File: config.mk
export PLATFORM = sky130hd
export DESIGN_NAME = lcd_raster_timer
export DESIGN_NICKNAME = d
export VERILOG_FILES = /design/src/rtl/lcdt_pkg.sv /design/src/rtl/lcdt_regs.sv /design/src/rtl/lcdt_pixdiv.sv /design/src/rtl/lcdt_raster.sv /design/src/rtl/lcd_raster_timer.sv
export SDC_FILE = /design/constraint.sdc
export NUM_CORES = 1
export LEC_CHECK = 0
export BUFFER_PORTS_ARGS = -buffer_cell sky130_fd_sc_hd__buf_4
export CAP_MARGIN = 25
export CORE_MARGIN = 5
export CORE_UTILIZATION = 55
export DETAILED_ROUTE_END_ITERATION = 8
export PLACE_DENSITY = 0.73
export SYNTH_ARGS = -nofsm -noshare
export SYNTH_HDL_FRONTEND = slang
export SYNTH_SLANG_ARGS = --single-unit
File: constraint.sdc
create_clock -name clk -period 16.69 [get_ports clk]
set_input_delay 0.8345 -clock clk [delete_from_list [all_inputs] [get_ports clk]]
set_output_delay 0.8345 -clock clk [all_outputs]
set_load 0.05 [all_outputs]
File: src/rtl/lcdt_pkg.sv
package lcdt_pkg;
  localparam int ADDR_W   = 3;
  localparam int DATA_W   = 32;
  localparam int PORCH_W  = 10;
  localparam int WUNIT_W  = 8;
  localparam int HEIGHT_W = 12;
  localparam int DIV_W    = 8;
  localparam int XPOS_W   = WUNIT_W + 4;
  localparam int HCNT_W   = XPOS_W + 2;
  localparam int VCNT_W   = HEIGHT_W + 2;

  // field positions inside the timing and size words
  localparam int FP_LSB   = 0;
  localparam int PW_LSB   = FP_LSB + PORCH_W;
  localparam int BP_LSB   = PW_LSB + PORCH_W;
  localparam int HGT_LSB  = DATA_W / 2;

  typedef enum logic [ADDR_W-1:0] {
    RA_CTRL  = 3'd0,
    RA_HTIM  = 3'd1,
    RA_VTIM  = 3'd2,
    RA_SIZE  = 3'd3,
    RA_DIV   = 3'd4,
    RA_POL   = 3'd5,
    RA_ISTAT = 3'd6,
    RA_IMASK = 3'd7
  } reg_addr_e;

  localparam logic [1:0] MODE_OFF    = 2'd0;
  localparam logic [1:0] MODE_NORMAL = 2'd1;

  typedef struct packed {
    logic [PORCH_W-1:0]  hpw;
    logic [PORCH_W-1:0]  hbp;
    logic [PORCH_W-1:0]  hfp;
    logic [PORCH_W-1:0]  vpw;
    logic [PORCH_W-1:0]  vbp;
    logic [PORCH_W-1:0]  vfp;
    logic [WUNIT_W-1:0]  wunits;
    logic [HEIGHT_W-1:0] height;
    logic [DIV_W-1:0]    ratio;
    logic                hinv;
    logic                vinv;
  } tcfg_t;
endpackage

File: src/rtl/lcdt_regs.sv
module lcdt_regs
  import lcdt_pkg::*;
(
  input  logic              clk,
  input  logic              rst,
  input  logic              wr_en,
  input  logic [ADDR_W-1:0] wr_addr,
  input  logic [DATA_W-1:0] wr_data,
  input  logic [ADDR_W-1:0] rd_addr,
  output logic [DATA_W-1:0] rd_data,
  input  logic              load_ack,
  input  logic              vb_evt,
  output tcfg_t             shadow,
  output logic              upd_pend,
  output logic              run,
  output logic              irq
);
  logic       en_q;
  logic [1:0] mode_q;
  logic       stat_q;
  logic       mask_q;
  logic       set_req;
  logic       clr_stat;
  logic [DATA_W-1:0] rd_mux;

  assign set_req  = wr_en && (wr_addr == RA_CTRL) && wr_data[3];
  assign clr_stat = wr_en && (wr_addr == RA_ISTAT) && wr_data[0];
  assign run      = en_q && (mode_q == MODE_NORMAL);
  assign irq      = stat_q && !mask_q;

  always_ff @(posedge clk) begin
    if (rst) begin
      shadow   <= '0;
      en_q     <= 1'b0;
      mode_q   <= MODE_OFF;
      upd_pend <= 1'b0;
      stat_q   <= 1'b0;
      mask_q   <= 1'b1;
    end else begin
      if (set_req)       upd_pend <= 1'b1;
      else if (load_ack) upd_pend <= 1'b0;

      if (vb_evt)        stat_q <= 1'b1;
      else if (clr_stat) stat_q <= 1'b0;

      if (wr_en) begin
        case (wr_addr)
          RA_CTRL: begin
            en_q   <= wr_data[0];
            mode_q <= wr_data[2:1];
          end
          RA_HTIM: begin
            shadow.hfp <= wr_data[FP_LSB +: PORCH_W];
            shadow.hpw <= wr_data[PW_LSB +: PORCH_W];
            shadow.hbp <= wr_data[BP_LSB +: PORCH_W];
          end
          RA_VTIM: begin
            shadow.vfp <= wr_data[FP_LSB +: PORCH_W];
            shadow.vpw <= wr_data[PW_LSB +: PORCH_W];
            shadow.vbp <= wr_data[BP_LSB +: PORCH_W];
          end
          RA_SIZE: begin
            shadow.wunits <= wr_data[0 +: WUNIT_W];
            shadow.height <= wr_data[HGT_LSB +: HEIGHT_W];
          end
          RA_DIV:   shadow.ratio <= wr_data[0 +: DIV_W];
          RA_POL: begin
            shadow.hinv <= wr_data[0];
            shadow.vinv <= wr_data[1];
          end
          RA_IMASK: mask_q <= wr_data[0];
          default: ;
        endcase
      end
    end
  end

  always_comb begin
    rd_mux = '0;
    case (rd_addr)
      RA_CTRL: begin
        rd_mux[0]   = en_q;
        rd_mux[2:1] = mode_q;
        rd_mux[3]   = upd_pend;
      end
      RA_HTIM: begin
        rd_mux[FP_LSB +: PORCH_W] = shadow.hfp;
        rd_mux[PW_LSB +: PORCH_W] = shadow.hpw;
        rd_mux[BP_LSB +: PORCH_W] = shadow.hbp;
      end
      RA_VTIM: begin
        rd_mux[FP_LSB +: PORCH_W] = shadow.vfp;
        rd_mux[PW_LSB +: PORCH_W] = shadow.vpw;
        rd_mux[BP_LSB +: PORCH_W] = shadow.vbp;
      end
      RA_SIZE: begin
        rd_mux[0 +: WUNIT_W]        = shadow.wunits;
        rd_mux[HGT_LSB +: HEIGHT_W] = shadow.height;
      end
      RA_DIV:   rd_mux[0 +: DIV_W] = shadow.ratio;
      RA_POL:   rd_mux[1:0] = {shadow.vinv, shadow.hinv};
      RA_ISTAT: rd_mux[0] = stat_q;
      RA_IMASK: rd_mux[0] = mask_q;
      default: ;
    endcase
  end

  always_ff @(posedge clk) begin
    if (rst) rd_data <= '0;
    else     rd_data <= rd_mux;
  end

  // an accepted load retires the request unless a new one arrives
  p_req_retire_r8: assert property (@(posedge clk) disable iff (rst)
    (load_ack && !set_req) |=> !upd_pend);

  // status only rises after a blank event from the raster
  p_stat_cause_r9: assert property (@(posedge clk) disable iff (rst)
    $rose(stat_q) |-> $past(vb_evt));

  // status stays set until a clearing write
  p_stat_sticky_r9: assert property (@(posedge clk) disable iff (rst)
    (stat_q && !clr_stat) |=> stat_q);
endmodule

File: src/rtl/lcdt_pixdiv.sv
module lcdt_pixdiv
  import lcdt_pkg::*;
(
  input  logic             clk,
  input  logic             rst,
  input  logic             run,
  input  logic [DIV_W-1:0] ratio,
  output logic             tick
);
  logic [DIV_W-1:0] dc;

  assign tick = (ratio <= DIV_W'(1)) || (dc >= ratio - DIV_W'(1));

  always_ff @(posedge clk) begin
    if (rst || !run) dc <= '0;
    else if (tick)   dc <= '0;
    else             dc <= dc + DIV_W'(1);
  end

  // with a ratio above one, two ticks never follow back to back
  p_tick_gap_r4: assert property (@(posedge clk) disable iff (rst)
    (run && tick && ratio > DIV_W'(1)) |=> (!tick || !run || ratio != $past(ratio)));
endmodule

File: src/rtl/lcdt_raster.sv
module lcdt_raster
  import lcdt_pkg::*;
(
  input  logic                clk,
  input  logic                rst,
  input  logic                run,
  input  logic                tick,
  input  tcfg_t               shadow,
  input  logic                upd_pend,
  output logic                load,
  output tcfg_t               act,
  output logic                hsync_o,
  output logic                vsync_o,
  output logic                de_o,
  output logic [XPOS_W-1:0]   x_o,
  output logic [HEIGHT_W-1:0] y_o,
  output logic                pix_ce_o,
  output logic                vb_evt
);
  logic              started;
  logic [HCNT_W-1:0] hc, hn, htot, ha0, ha1;
  logic [VCNT_W-1:0] vc, vn, vtot, va0, va1, vact_end;
  logic              line_end, last_pix, frame_start;
  logic              h_in, v_in, hs_n, vs_n;
  tcfg_t             use_c;

  always_comb begin
    htot = HCNT_W'(act.hpw) + HCNT_W'(act.hbp) + HCNT_W'({act.wunits, 4'b0000})
         + HCNT_W'(act.hfp);
    vtot = VCNT_W'(act.vpw) + VCNT_W'(act.vbp) + VCNT_W'(act.height)
         + VCNT_W'(act.vfp);
    vact_end    = VCNT_W'(act.vpw) + VCNT_W'(act.vbp) + VCNT_W'(act.height);
    line_end    = (hc == htot - HCNT_W'(1));
    last_pix    = line_end && (vc == vtot - VCNT_W'(1));
    frame_start = run && tick && (!started || last_pix);
    load        = upd_pend && (!run || frame_start);
    use_c       = load ? shadow : act;
    vb_evt      = run && tick && started && line_end
                  && (vc + VCNT_W'(1) == vact_end);

    if (frame_start) begin
      hn = '0;
      vn = '0;
    end else if (line_end) begin
      hn = '0;
      vn = vc + VCNT_W'(1);
    end else begin
      hn = hc + HCNT_W'(1);
      vn = vc;
    end

    ha0  = HCNT_W'(use_c.hpw) + HCNT_W'(use_c.hbp);
    ha1  = ha0 + HCNT_W'({use_c.wunits, 4'b0000});
    va0  = VCNT_W'(use_c.vpw) + VCNT_W'(use_c.vbp);
    va1  = va0 + VCNT_W'(use_c.height);
    h_in = (hn >= ha0) && (hn < ha1);
    v_in = (vn >= va0) && (vn < va1);
    hs_n = (hn < HCNT_W'(use_c.hpw)) ^ use_c.hinv;
    vs_n = (vn < VCNT_W'(use_c.vpw)) ^ use_c.vinv;
  end

  always_ff @(posedge clk) begin
    if (rst) begin
      act      <= '0;
      started  <= 1'b0;
      hc       <= '0;
      vc       <= '0;
      hsync_o  <= 1'b0;
      vsync_o  <= 1'b0;
      de_o     <= 1'b0;
      x_o      <= '0;
      y_o      <= '0;
      pix_ce_o <= 1'b0;
    end else begin
      if (load) act <= shadow;
      pix_ce_o <= run && tick;
      if (!run) begin
        started <= 1'b0;
        hc      <= '0;
        vc      <= '0;
        hsync_o <= use_c.hinv;
        vsync_o <= use_c.vinv;
        de_o    <= 1'b0;
        x_o     <= '0;
        y_o     <= '0;
      end else if (tick) begin
        started <= 1'b1;
        hc      <= hn;
        vc      <= vn;
        hsync_o <= hs_n;
        vsync_o <= vs_n;
        de_o    <= h_in && v_in;
        x_o     <= (h_in && v_in) ? XPOS_W'(hn - ha0) : '0;
        y_o     <= (h_in && v_in) ? HEIGHT_W'(vn - va0) : '0;
      end
    end
  end

  // a stopped raster presents no pixel and no data
  p_idle_stopped_r6: assert property (@(posedge clk) disable iff (rst)
    !run |=> (!de_o && !pix_ce_o));

  // active column stays inside the programmed width
  p_x_bound_r1: assert property (@(posedge clk) disable iff (rst)
    de_o |-> (x_o < {act.wunits, 4'b0000}));

  // active row stays inside the programmed height
  p_y_bound_r2: assert property (@(posedge clk) disable iff (rst)
    de_o |-> (y_o < act.height));

  // the sync pulses never overlap the active area
  p_de_no_sync_r3: assert property (@(posedge clk) disable iff (rst)
    de_o |-> (hsync_o == act.hinv && vsync_o == act.vinv));

  // the blank event is a single-cycle pulse
  p_evt_single_r9: assert property (@(posedge clk) disable iff (rst)
    vb_evt |=> !vb_evt);
endmodule

File: src/rtl/lcd_raster_timer.sv
module lcd_raster_timer
  import lcdt_pkg::*;
(
  input  logic                clk,
  input  logic                rst,
  input  logic                wr_en,
  input  logic [ADDR_W-1:0]   wr_addr,
  input  logic [DATA_W-1:0]   wr_data,
  input  logic [ADDR_W-1:0]   rd_addr,
  output logic [DATA_W-1:0]   rd_data,
  output logic                hsync,
  output logic                vsync,
  output logic                de,
  output logic [XPOS_W-1:0]   pix_x,
  output logic [HEIGHT_W-1:0] pix_y,
  output logic                pix_ce,
  output logic                irq
);
  tcfg_t shadow;
  tcfg_t act;
  logic  upd_pend, run, load, vb_evt, tick;

  lcdt_regs u_regs (
    .clk      (clk),
    .rst      (rst),
    .wr_en    (wr_en),
    .wr_addr  (wr_addr),
    .wr_data  (wr_data),
    .rd_addr  (rd_addr),
    .rd_data  (rd_data),
    .load_ack (load),
    .vb_evt   (vb_evt),
    .shadow   (shadow),
    .upd_pend (upd_pend),
    .run      (run),
    .irq      (irq)
  );

  lcdt_pixdiv u_div (
    .clk   (clk),
    .rst   (rst),
    .run   (run),
    .ratio (act.ratio),
    .tick  (tick)
  );

  lcdt_raster u_raster (
    .clk      (clk),
    .rst      (rst),
    .run      (run),
    .tick     (tick),
    .shadow   (shadow),
    .upd_pend (upd_pend),
    .load     (load),
    .act      (act),
    .hsync_o  (hsync),
    .vsync_o  (vsync),
    .de_o     (de),
    .x_o      (pix_x),
    .y_o      (pix_y),
    .pix_ce_o (pix_ce),
    .vb_evt   (vb_evt)
  );
endmodule

==> key figures <==
Global route
  – GR Layer Usage met2: 0.431
  – Number of global-route vias before repair: 14900
  – Gr busiest metal: met2
  – First-pass GRT wire length: 81200 um
  – Largest net degree at the start of global routing: between 80 and 90
  – GRT Overall Usage: 0.276
  – Met1 usage: 0.398
  – Initial antenna violation count: 2
  – Grt met3 use: 0.0463
  – Total grt overflow: 0

Synth
  – Synth top area share: 0.307
  – Most common cell in the netlist: dfxtp_1
  – Main synth FF type: dfxtp_1
  – Top post-synthesis cells by area: dfxtp_1 31%, ha_1 13%, xnor2_1 5.8%
  – Syn Inst Count: ~2200
  – Most instantiated cells after synthesis: 281 x dfxtp_1, 243 x nand2_1, 202 x nor2_1
  – Sequential area share after synthesis: 0.307
  – Cell Area, Synth: between 15000 and 20000 um2
  – Asr flop ratio synth: 0
  – Synthesized area per cell: roughly 8.3 um2
  – EDFF count, synth: 0
  – YS warnings: 0
  – Synth unique cells: 83
  – Post-synthesis register bit count: between 200 and 300
  – Synth area leader: dfxtp_1

Finish
  – P&R area growth vs syn: 11.1%
  – Fin cells: between 2000 and 3000
  – Ant. Diodes: 0
  – Fillers: 2843
  – Share of cells above drive strength 1: 0.0975
  – Final core occ: 0.622
  – Number of nets in the layout: between 2000 and 2500

Clocking
  – Clock latency on the worst-skew pair: 600 ps
  – Clock Path Buffers: 3
  – CTS sink count: between 200 and 300
  – Post-CTS resize count: 0
  – Cts hold-fix bufs: 0
  – Post CTS Setup Buffer Count: 0
  – H-tree Lvls: 1
  – CTS Buf Count: 30
  – TritonCTS clock tree: built
  – Clock transition at path regs: 60 ps
  – Clk root buf: clkbuf_16

Worst setup path
  – Signal arrival time at the worst endpoint: 14580 ps
  – CP Max Fanout: 42
  – Crit path top cell by count: a21oi_1
  – Crit path kind: flip-flop to flip-flop
  – Slowest stage delay, CP: around 690 ps
  – WP data required: 17180 ps
  – CP endpoint kind: flip-flop
  – Flop-to-flop setup slack: roughly 2600 ps
  – Crit path launch type: flip-flop
  – Slowest-stage cell, CP: a41o_1

Detailed routing
  – # DRC: 0
  – Via count: 15600
  – Pre-antenna DRT Iters: 5
  – Drt initial violations: 1237
  – Drt wl/cell: about 19 um
  – Post-route ant nets: 0
  – Post-Route WL: around 52000 um
  – Via/cell ratio: between 5 and 6

Timing
  – Worst-Margin Slew: about 1000 ps
  – TNS Setup: 0 ps
  – Minimum clock period: about 14000 ps
  – Final critical-path share of the clock period: 0.844
  – Slew headroom: 0.322
  – Final hold vios: 0
  – Slew Viols, Final: 0
  – RSZ-0062 raised after global routing: no
  – Clk_skew: roughly 44 ps
  – Worst hold slack: 458 ps
  – Setup violators final: 0
  – Fmax: roughly 71 MHz

Worst hold path
  – Hold Path Class: flip-flop to flip-flop

Placed design
  – Placed Instances: 2644
  – Gp weighted congestion: roughly 1
  – Dpl hpwl: a little over 40000 um
  – PortBufs: 97

Flow run
  – Max Cap Violations: 0

Floorplanning
  – Core area: around 33000 um2
  – Rows: 66
  – Die Wd: 192 um
  – Starting Density: 0.560
  – Die Ht: roughly 190 um
  – Die ar.: 37000 um2
  – I/O pin count: around 100

Status
  – Status: complete, no violations

Power and ir drop
  – Leakage power: 8.92 nW
  – VDD IR max: between 0.09 and 0.1 mV
  – Pwr dens: around 70 nW/um2
## placed cells by master, fill, tap and decap left out, types with 6 or more instances in the layout
cell type and n:
o21bai_1 25, buf_4 107, o211ai_1 6, dfxtp_1 281
o21a_1 9, nor2b_1 59, fa_1 17, nand2_1 243
a22o_1 43, mux2i_1 53, clkbuf_16 30, nand2b_1 23
nor4_1 6, maj3_1 7, a21oi_1 189, and3_1 17
inv_1 180, xor2_1 52, nand4_1 17, nand3_1 29
nor3_1 22, mux2_2 45, nor2_1 202, ha_1 189
xnor2_1 122, clkbuf_1 8, o21ai_0 47, o22a_1 9
a22oi_1 30, and2_1 11, a211oi_1 8, a21o_1 40
a31oi_1 10
## worst paths after layout
check | from | to | cells after the start
max | u_raster.act[50]$_SDFF_PP0_ | u_raster.y_o[11]$_SDFFE_PP0P_ | 54
min | u_raster.y_o[11]$_SDFFE_PP0P_ | u_raster.y_o[11]$_SDFFE_PP0P_ | 2
max reg2reg | u_raster.act[50]$_SDFF_PP0_ | u_raster.y_o[11]$_SDFFE_PP0P_ | 54
min reg2reg | u_raster.y_o[11]$_SDFFE_PP0P_ | u_raster.y_o[11]$_SDFFE_PP0P_ | 2
## worst max-delay path, delay by kind of cell, from the launching register on
kind                       cells  cell delay, ps
adders and majority gates     10            3410
DFF                            1             350
muxes                          1             470
buffers and inverters          4             310
and+or+nand+nor               13            3800
xor gates and xnor gates       4             990
AOI/OAI and AO/OA             22            4600
## per-layer routing
layer / vias up / wire length (um) / share of wire
li1: 7585 / - / -
met2: 478 / 22800 / 0.44
met5: - / 27 / 0.00052
met1: 7448 / 24100 / 0.46
met4: 4 / 1450 / 0.028
met3: 78 / 3690 / 0.071
## metrics by stage
stage / worst slack (ps) / area [um2] / total power [mW]
after floorplan: 4920 / 18300 / 0.740
after global placement: 3000 / 19300 / 0.764
after detailed placement: 2840 / 19300 / 0.766
after CTS: 2670 / 20300 / 1.44
after global routing: 1480 / 20300 / 1.47
final: 2600 / 20300 / 1.43
## power breakdown
group | switching, mW | leakage [nW] | internal, mW
registers | 0.00658 | 2.27 | 0.676
clock network | 0.278 | 0.489 | 0.399
logic | 0.0448 | 6.16 | 0.0256
## registers in the layout (all words and copies together) (netlist names), 2 cells and up
signal,cells
u_div.dc,8
u_raster.vc,14
u_raster.hc,14
u_regs.shadow,90
u_regs.rd_data,30
u_raster.act,90
u_raster.y_o,12
u_raster.x_o,12
u_regs.mode_q,2
## kinds of logic after synthesis
family          share of synthesized area
buf+inv                            0.0599
simple gates                        0.168
xor+xnor                           0.0872
flops                               0.307
mux                                0.0591
compound gates                      0.167
other cells                      0.000205
fa+ha+maj                           0.152
## cell type report
cell class | instances | area (um2) | area share
Multi-Input combinational cell | 1631 | 11600 | 0.570
Sequential cell | 281 | 5630 | 0.277
Timing Repair Buffer | 111 | 881 | 0.0433
Clock buffer | 43 | 850 | 0.0418
Inverter | 180 | 676 | 0.0332
Tap cell | 442 | 553 | 0.0272
Clock inverter | 10 | 153 | 0.00750
No activity file was read; power rests on OpenSTA's default activity.
